[config.mk]
export PLATFORM = sky130hd
export DESIGN_NAME = gpio_qual_group
export DESIGN_NICKNAME = d
export VERILOG_FILES = /design/src/rtl/gpio_qual_pkg.sv /design/src/rtl/gpio_qual_divider.sv /design/src/rtl/gpio_qual_sync.sv /design/src/rtl/gpio_qual_pin.sv /design/src/rtl/gpio_qual_group.sv
export SDC_FILE = /design/constraint.sdc
export NUM_CORES = 1
export LEC_CHECK = 0
export CORE_AREA = 2 2 133 135
export CTS_CLUSTER_SIZE = 20
export DETAILED_ROUTE_END_ITERATION = 8
export DIE_AREA = 0 0 135 137
export PLACE_DENSITY = 0.67
export REMOVE_ABC_BUFFERS = 1
export SLEW_MARGIN = 20
export SYNTH_ARGS = -nofsm -noshare
export SYNTH_HDL_FRONTEND = slang
export SYNTH_HIERARCHICAL = 1
export SYNTH_SLANG_ARGS = --single-unit
[constraint.sdc]
create_clock -name clk -period 2.1 [get_ports clk]
set_input_delay 0.42 -clock clk [delete_from_list [all_inputs] [get_ports clk]]
set_output_delay 0.42 -clock clk [all_outputs]
set_load 0.01 [all_outputs]
[src/rtl/gpio_qual_pkg.sv]
package gpio_qual_pkg;

    typedef enum logic [1:0] {
        QM_SYNC = 2'b00,
        QM_WIN3 = 2'b01,
        QM_WIN6 = 2'b10,
        QM_RAW  = 2'b11
    } qual_mode_e;

    localparam int HIST_LEN  = 6;
    localparam int SHORT_WIN = 3;
    localparam int FILL_W    = $clog2(HIST_LEN + 1);

    typedef struct packed {
        logic [HIST_LEN-1:0] hist;
        logic [FILL_W-1:0]   fill;
        logic                held;
    } qual_state_t;

    typedef struct packed {
        logic agree;
        logic level;
    } qual_verdict_t;

    function automatic int window_depth(input qual_mode_e m);
        case (m)
            QM_WIN3: return SHORT_WIN;
            QM_WIN6: return HIST_LEN;
            default: return 0;
        endcase
    endfunction

    function automatic qual_verdict_t window_verdict(
        input logic [HIST_LEN-1:0] h,
        input logic [FILL_W-1:0]   fill,
        input qual_mode_e          m
    );
        qual_verdict_t       v;
        logic [HIST_LEN-1:0] mask;
        int                  need;
        need = window_depth(m);
        mask = '0;
        for (int k = 0; k < HIST_LEN; k++) begin
            if (k < need) mask[k] = 1'b1;
        end
        v.level = ((h & mask) == mask);
        v.agree = (need != 0) && (int'(fill) >= need) &&
                  (((h & mask) == mask) || ((h & mask) == '0));
        return v;
    endfunction

endpackage

[src/rtl/gpio_qual_divider.sv]
module gpio_qual_divider #(
    parameter int PERIOD_W = 8
) (
    input  logic                clk,
    input  logic                rst,
    input  logic [PERIOD_W-1:0] period,
    output logic                strobe
);
    localparam int CNT_W = PERIOD_W + 1;

    logic [CNT_W-1:0] count;
    logic [CNT_W-1:0] reload;

    assign strobe = (count == '0);

    always_comb begin
        if (period == '0) reload = '0;
        else              reload = {period, 1'b0} - CNT_W'(1);
    end

    always_ff @(posedge clk) begin
        if (rst)         count <= '0;
        else if (strobe) count <= reload;
        else             count <= count - CNT_W'(1);
    end
endmodule

[src/rtl/gpio_qual_sync.sv]
module gpio_qual_sync #(
    parameter int WIDTH  = 8,
    parameter int STAGES = 2
) (
    input  logic             clk,
    input  logic             rst,
    input  logic [WIDTH-1:0] d,
    output logic [WIDTH-1:0] q
);
    logic [STAGES-1:0][WIDTH-1:0] chain;

    always_ff @(posedge clk) begin
        if (rst) chain <= '0;
        else     chain <= {chain[STAGES-2:0], d};
    end

    assign q = chain[STAGES-1];
endmodule

[src/rtl/gpio_qual_pin.sv]
module gpio_qual_pin
    import gpio_qual_pkg::*;
(
    input  logic                clk,
    input  logic                rst,
    input  logic                strobe,
    input  qual_mode_e          mode_req,
    input  logic                sync_bit,
    input  logic                raw_bit,
    output logic                out_bit,
    output qual_mode_e          mode_eff,
    output logic [HIST_LEN-1:0] hist,
    output logic                held
);
    qual_state_t   st;
    qual_verdict_t verdict;

    always_comb verdict = window_verdict(st.hist, st.fill, mode_eff);

    always_ff @(posedge clk) begin
        if (rst) begin
            mode_eff <= QM_SYNC;
            st       <= '0;
        end else begin
            mode_eff <= mode_req;
            if (mode_req != mode_eff) begin
                st.hist <= '0;
                st.fill <= '0;
            end else if (strobe) begin
                st.hist <= {st.hist[HIST_LEN-2:0], sync_bit};
                if (st.fill < FILL_W'(HIST_LEN)) st.fill <= st.fill + FILL_W'(1);
            end
            if (verdict.agree) st.held <= verdict.level;
        end
    end

    always_comb begin
        case (mode_eff)
            QM_SYNC: out_bit = sync_bit;
            QM_RAW:  out_bit = raw_bit;
            default: out_bit = st.held;
        endcase
    end

    assign hist = st.hist;
    assign held = st.held;
endmodule

[src/rtl/gpio_qual_group.sv]
module gpio_qual_group
    import gpio_qual_pkg::*;
#(
    parameter int NUM_PINS    = 8,
    parameter int PERIOD_W    = 8,
    parameter int SYNC_STAGES = 2
) (
    input  logic                  clk,
    input  logic                  rst,
    input  logic [NUM_PINS-1:0]   pin_async,
    input  logic [2*NUM_PINS-1:0] mode_sel,
    input  logic [PERIOD_W-1:0]   sample_period,
    output logic [NUM_PINS-1:0]   pin_out
);
    logic                               sample_strobe;
    logic [NUM_PINS-1:0]                pin_sync;
    logic [NUM_PINS-1:0][HIST_LEN-1:0]  hist_w;
    logic [NUM_PINS-1:0]                held_w;
    logic [NUM_PINS-1:0][1:0]           mode_eff;

    gpio_qual_divider #(.PERIOD_W(PERIOD_W)) div_i (
        .clk    (clk),
        .rst    (rst),
        .period (sample_period),
        .strobe (sample_strobe)
    );

    gpio_qual_sync #(.WIDTH(NUM_PINS), .STAGES(SYNC_STAGES)) sync_i (
        .clk (clk),
        .rst (rst),
        .d   (pin_async),
        .q   (pin_sync)
    );

    for (genvar i = 0; i < NUM_PINS; i++) begin : g_pin
        qual_mode_e mode_e;
        gpio_qual_pin pin_i (
            .clk      (clk),
            .rst      (rst),
            .strobe   (sample_strobe),
            .mode_req (qual_mode_e'(mode_sel[2*i +: 2])),
            .sync_bit (pin_sync[i]),
            .raw_bit  (pin_async[i]),
            .out_bit  (pin_out[i]),
            .mode_eff (mode_e),
            .hist     (hist_w[i]),
            .held     (held_w[i])
        );
        assign mode_eff[i] = mode_e;
    end
endmodule

==> flow_results.org, run 1 <==
** Finish
- The multi-input combinational cells in the finished layout cover a total of around 3800 um^2.
- P&R area growth vs syn :: 22.69%
- Layout filler cell count :: 1643
- In the final layout, the share of cells above drive strength 1 is 13.08%.
- At the end of the flow the core is filled with cells to 46.96%.
- Net count reported at finish :: 868
- Antenna cells :: 0
- The sequential cells in the finished layout cover a total of 2422 um^2.

** CTS
- The H-tree was split into 4 levels.
- Clock tree synthesis selected as its root buffer the cell sky130_fd_sc_hd__clkbuf_16.
- Clock insertion delay at the later pin of the skew report :: between 0.4 and 0.5 ns
- Hold-fix buffers, CTS :: 0
- After clock tree synthesis, the clock-pin slew on the worst setup and hold paths is 0.05 ns.
- Number of clock sinks :: 121
- TritonCTS clock tree :: yes
- In this run, CTS created clock tree buffers numbering 17.
- Maximum buffer depth of the clock tree :: 2

** STA
- Tightest slew margin relative to the limit :: a little over two thirds
- Clock skew on the completed layout was measured at ~0.0080 ns.
- For this run, the top clock speed supported by timing is 496.5 MHz.
- Unrepaired setup endpoints after global routing :: no
- Tightest Pin Transition :: around 0.43 ns
- Final number of setup-violating endpoints :: 0
- The smallest clock period supported by the final layout is computed as 2.014 ns.
- Max Transition Viols Final :: 0
- Final period util :: 95.92%
- Smallest setup slack after layout :: 0.08576 ns
- Hold Violations, Final :: 0

** Drt
- In this run, the number of DRC markers left after iteration 0 of detailed routing was roughly 160.
- Using the TritonRoute via totals, the vias-per-cell ratio works out to ~4.8.
- Dividing the detail-routed wire length by the instance count gives 12.34 um.
- Routed vias :: 4767
- Antenna Violating Nets Remaining :: 0
- DR DRC count :: 0
- Count of TritonRoute iterations in the first routing pass :: 4
- For this block, the routed nets add up to 12300 um of wire.

** Flow run
- The tool flagged a number of max-cap violations equal to 0.

** Floorplan
- Measured along the y axis, the die boundary spans 137 um.
- Width of the chip :: 135 um
- Once the floorplan was initialized, standard cells occupied 38.28% of the core.
- Die Footprint :: 18500 um^2
- 42 I/O pins were placed.
- The floorplan has 48 rows.
- In this run the standard cell core region covers 17060 um^2.

** Worst setup path
- By startpoint and endpoint, the worst setup path is classified as reg -> out.
- Along the worst path, the maximum fanout reaches 3.
- The slowest stage of the critical path belongs to the cell sky130_fd_sc_hd__dfxtp_1.
- Arrival time worst endpoint :: about 1.6 ns
- Cells along the critical path :: buf_4 > ha_1 > a22oi_1 > o21ai_0 > dlygate4sd2_1
- Required time of the critical path :: 1.68 ns
- Setup crit start kind :: flip-flop
- Longest individual stage delay on the worst path :: 0.31 ns
- Crit path capture type :: primary output

** GRT
- The number of antenna violations at the first check in global routing came to 0.
- First-pass GRT wire length :: 20450 um
- After global routing the overflow that remains totals 0.
- Entering global routing, the biggest net connects 47 pins.
- In the global route stage, overall resource usage came out at 13.78%.
- Number of global-route vias before repair :: ~4600

** Logic synthesis
- Cell area after technology mapping :: 6529 um^2
- Number of cells produced by synthesis :: between 600 and 700
- For this run, the number of Yosys warnings is 6.
- Post-synthesis average cell area :: 9.407 um^2

** Placement
- Total of buffers placed on input and output ports :: 41
- Worst setup slack after placement :: -0.08970 ns
- At the end of routability-driven placement, the weighted congestion stood at approximately 0.8.
- Detail Placement HPWL :: between 8000 and 9000 um

** Pwr
- For this design the total switching power over the nets is around 2.3 mW.
- IR drop worst, VDD :: 0.0005708 V
- The clock network accounts for between 30% and 40% of the total power.
- Of the total power, registers draw a little under a third.
- In this run the power density over the cells is 989.3 nW/um^2.
- Switching part of the total :: about 29%
- Logic pwr share :: 29.3%
- Internal power contribution :: 5.631 mW
- Static leakage :: 3.156 nW

** Run status
- The flow ran to the end, and the final reports show no timing, DRC or antenna violations.

** Hold path
- The tightest min-delay check is of the in -> reg type.
final timing paths:
check,from,endpoint,slack (ns),cells past startpoint
setup / recovery,g_pin[5].pin_i/mode_eff[0]$_SDFF_PP0_,pin_out[5],0.09,5
hold reg to reg,sync_i/chain[3]$_SDFF_PP0_,sync_i/q[3]$_SDFF_PP0_,0.44,1
hold / removal,rst,sync_i/q[5]$_SDFF_PP0_,0.42,2
setup reg to reg,div_i/count[0]$_SDFF_PP0_,g_pin[4].pin_i/st[3]$_SDFFE_PP0P_,0.12,8
sequential cells by signal, indices dropped and copies added (netlist names):
register,cells
sync_i/chain,8
div_i/count,9
g_pin.pin_i/st,24
sync_i/q,8
g_pin.pin_i/mode_eff,16
g_pin.pin_i/held,8
g_pin.pin_i/hist,48
what timing repair did:
action / 4_1_cts / 5_1_grt
gates resized for setup: 14 / 19
pin swaps: 0 / 2
setup buffers: 0 / 4
gates cloned: 0 / 2
endpoints found under the setup margin: 8 / 33
endpoints found under the hold margin: 0 / 0
power groups by stage:
stage	registers (mW)	logic, mW	clock network (mW)
after floorplan	2.55	1.53	0
final	2.52	2.32	3.08
after global routing	2.54	2.54	3.29
after global placement	2.57	1.99	0
after CTS	2.52	2.03	3.17
after detailed placement	2.57	2.02	0
critical path: cells and delay by family, from the launching register on:
family | cells | cell delay [ns]
buf+inv | 2 | 0.43
flops | 1 | 0.31
compound gates | 2 | 0.25
fa+ha+maj | 1 | 0.18
stage by stage:
step	hold WS, ns	total power, mW	cells	TNS (ns)	area, um^2
2_1_floorplan	0.4148	4.082	667	-75.43	6312
3_3_place_gp	0.4160	4.559	959	-0.06249	7244
3_5_place_dp	0.4249	4.590	959	-0.2123	7244
4_1_cts	0.4219	7.715	991	0	7879
5_1_grt	0.4258	8.370	997	0	8010
6_report	0.4219	7.924	997	0	8010
layer usage:
metal | wire length (um) | track usage [%] | up-vias
met5 | 0 | 0 | -
met4 | 188 | 5.613 | 0
met3 | 438 | 4.481 | 18
met2 | 5366 | 21.49 | 59
met1 | 6304 | 17.62 | 2197
li1 | - | - | 2493
cell type report:
cell class | instances | area share, %
repair buffers | 73 | 9.044
flip-flops and latches | 121 | 30.24
well taps | 225 | 3.515
inverters | 53 | 2.484
clock inverters | 12 | 2.156
clock buffers | 20 | 5.701
multi-input cells | 493 | 46.86
cells in the final DEF, fill, tap and decap left out, drive strengths merged, types with 24 or more instances in the layout:
cell type and instances:
a21oi 37, buf 31, clkbuf 24, clkdlybuf4s50 32
dfxtp 121, ha 75, inv 53, mux2i 50
nand2 46, nor2 64, nor2b 35, o21ai 40
(Power assumes the default switching activity.)
==> run 2: changes to the inputs <==
Settings changed: MAX_ROUTING_LAYER set to met4.
==> run 2 against run 1 <==
Net effect:
- first-iteration DRC count rose by 12%
- largest cell class unchanged
- hold slack about the same
- critical path depth did not move
- clock skew is essentially flat
- via count is 0.34% lower
==> flow_results.org, run 2 (synthesis gave the netlist of run 1 again) <==
** Run status
- The run finished with clean final reports.

** Worst setup path
- Setup crit start kind :: flip-flop
- Data on the critical path arrives at its endpoint at 1.59 ns.
- At the worst endpoint, the required time is between 1.5 and 2 ns.
- Critical-path top delay cell :: sky130_fd_sc_hd__dfxtp_1
- Crit path capture type :: primary output
- The worst setup path is of the reg -> out kind.
- Cell count of the worst reg-to-reg path :: 8
- Cells along the critical path :: buf_4 > ha_1 > a22oi_1 > o21ai_0 > dlygate4sd2_1
- For this run, the slowest stage of the critical path takes 0.31 ns.
- In this run the worst path has a maximum fanout of 3.

** Floorplan
- Initial cell density of the core :: a little under two fifths
- Measured along the y axis, the die boundary spans 137 um.
- Placeable Area :: 17060 um^2
- Width of the chip :: 135 um
- In this run the core area contains 48 standard-cell rows.
- The floorplan step defined a die boundary enclosing approximately 18000 um^2.
- During I/O placement, the number of pins put on the boundary was 42.

** Finish
- Leaving out fill and tap cells, the most frequent cell in the layout is sky130_fd_sc_hd__dfxtp_1.
- For this run, the post-layout net count is 867.
- In the final layout, the share of cells above drive strength 1 is 12.84%.
- Antenna cells :: 0
- P&R area growth vs syn :: 22.54%
- Top reg by flops :: g_pin.pin_i/hist
- Final non-filler cell area :: 8000 um^2
- Excluding fillers, the count of instances in the completed layout stands at between 900 and 1000.
- Largest registers ranked by flip-flop count :: g_pin.pin_i/hist: 48 flops, g_pin.pin_i/st: 24 flops, g_pin.pin_i/mode_eff: 16 flops
- Flip-flop count of the largest register, all copies and words added :: 48
- The library cells used most frequently in the layout, excluding fill and tap cells, are sky130_fd_sc_hd__dfxtp_1 (121), sky130_fd_sc_hd__ha_1 (71), sky130_fd_sc_hd__nor2_1 (64), sky130_fd_sc_hd__inv_1 (53), sky130_fd_sc_hd__mux2i_1 (50).
- Layout filler cell count :: 1641

** STA
- Hold is met by 0.4218 ns.
- Fmax :: roughly 500 MHz
- Min cycle time layout :: 2.015 ns
- On the final layout, the worst clock skew is between 0.007 and 0.008 ns.
- Final number of setup-violating endpoints :: 0
- Unrepaired setup endpoints after global routing :: no
- Of the available clock period, the critical path in the final layout requires between 90% and 100%.
- Tightest Pin Transition :: 0.4341 ns
- Headroom to the max-slew limit came out at 70.84%.
- Max Transition Viols Final :: 0
- Setup total negative slack on the finished layout was measured at 0 ns.
- The number of failing hold endpoints at the final stage was 0.

** Placement
- During placement, the flow inserted port buffers numbering slightly above 40.
- Including well taps, the total number of placed cells is 959.
- The placed instances occupy a cell area of 7244 um^2.
- At the end of routability-driven placement, the weighted congestion stood at about 0.8.
- Detail Placement HPWL :: 8164 um

** Drt
- Count of TritonRoute iterations in the first routing pass :: 4
- Routed vias :: 4751
- Summed over all layers, the routed wires come to 12290 um.
- DR DRC count :: 0
- In this run, the number of DRC markers left after iteration 0 of detailed routing was roughly 180.
- Routed length per placed instance :: roughly 12 um
- Antenna Violating Nets Remaining :: 0
- Via/cell ratio :: 4.770

** GRT
- Number of antenna violations at the first check in global routing :: 0
- Total GRT Usage :: 14.18%
- The via count of the first global-routing pass is 4590.
- Total grt overflow :: 0
- Pin count of the biggest net entering global routing :: 47
- First-pass GRT wire length :: slightly above 20000 um

** CTS
- TritonCTS clock tree :: yes
- Number of clock sinks :: 121
- The later pin in the worst-skew pair is clocked with a latency of around 0.42 ns.
- CTS placed an instance of sky130_fd_sc_hd__clkbuf_16 at the clock tree root.
- Clock-pin slew was measured on the worst setup and hold paths at 0.05 ns.
- Clock tree synthesis inserted a total of 17 buffers.
- Maximum buffer depth of the clock tree :: 2
- The clock tree synthesis step divided the H-tree into 4 levels.

** Hold path
- Counting instances, the worst hold path has a depth of 2.
- The min-delay analysis places its worst path in the category in -> reg.

** Flow run
- Number of max-cap violations :: 0

** Pwr
- The design draws 7.915 mW.
- Static leakage :: 3.147 nW
- IR drop worst, VDD :: 0.0006026 V
- Dividing total power by cell area gives a power density of ~1000 nW/um^2.
==> run 2: changes by cell type in the layout (fill, tap and decap cells not counted) <==
| cell | change |
|---|---|
| sky130_fd_sc_hd__xnor2_2 | -1 |
| sky130_fd_sc_hd__o21ai_0 | +2 |
| sky130_fd_sc_hd__o21ai_1 | -2 |
| sky130_fd_sc_hd__xnor2_1 | +1 |
| sky130_fd_sc_hd__buf_8 | -1 |
| sky130_fd_sc_hd__buf_12 | +1 |
| sky130_fd_sc_hd__buf_4 | -1 |
==> run 2: worst paths after layout <==
| kind | startpoint | to | slack, ns |
|---|---|---|---|
| max | g_pin[5].pin_i/mode_eff[0]$_SDFF_PP0_ | pin_out[5] | 0.09 |
| min reg2reg | sync_i/chain[3]$_SDFF_PP0_ | sync_i/q[3]$_SDFF_PP0_ | 0.44 |
| min | rst | sync_i/q[5]$_SDFF_PP0_ | 0.42 |
| max reg2reg | div_i/count[0]$_SDFF_PP0_ | g_pin[0].pin_i/st[3]$_SDFFE_PP0P_ | 0.13 |
==> run 2: area by class of cell <==
cell class                      count  area, um^2  share of cell area [%]
Tap cell                          225       281.5                   3.519
Multi-Input combinational cell    493        3746                   46.83
Timing Repair Buffer               72       721.9                   9.024
Clock buffer                       20       456.7                   5.708
Clock inverter                     12       172.7                   2.158
Sequential cell                   121        2422                   30.28
Inverter                           53       198.9                   2.487
==> run 2: report_power, final <==
part / total [mW] / switching, mW / internal (mW)
Sequential: 2.52 / 0.101 / 2.42
Combinational: 2.31 / 1.15 / 1.16
Clock: 3.09 / 1.04 / 2.04
==> run 2: what timing repair did <==
item                                    in CTS  in global routing
gates resized for setup                     14                 17
hold endpoints to repair                     0                  0
endpoints found under the setup margin       8                 33
pin swaps                                    0                  2
buffers inserted                             0                  3
hold buffers                                 0                  0
cloned                                       0                  2
==> run 2: critical path: cells and delay by family (launching register included) <==
kind | cells | cell delay [ns]
buffers and inverters | 2 | 0.43
AOI/OAI and AO/OA | 2 | 0.25
DFF | 1 | 0.31
adders and majority gates | 1 | 0.18
==> run 2: layer usage <==
layer	GRT usage, %	share of wire (%)	wire (um)	vias to the layer above
li1	-	-	-	2489
met1	17.62	51	6270	2185
met2	21.49	43	5346	60
met3	4.481	3.9	484	17
met4	5.613	1.5	190	0
met5	-	0	0	-
==> run 2: through the flow <==
stage | setup WS (ns) | util [%]
after floorplan | -1.059 | -
after global placement | -0.06249 | 42.47
after detailed placement | -0.08970 | 42.47
after CTS | 0.01459 | 46.19
after global routing | 0.0002151 | 46.90
final | 0.08500 | 46.90
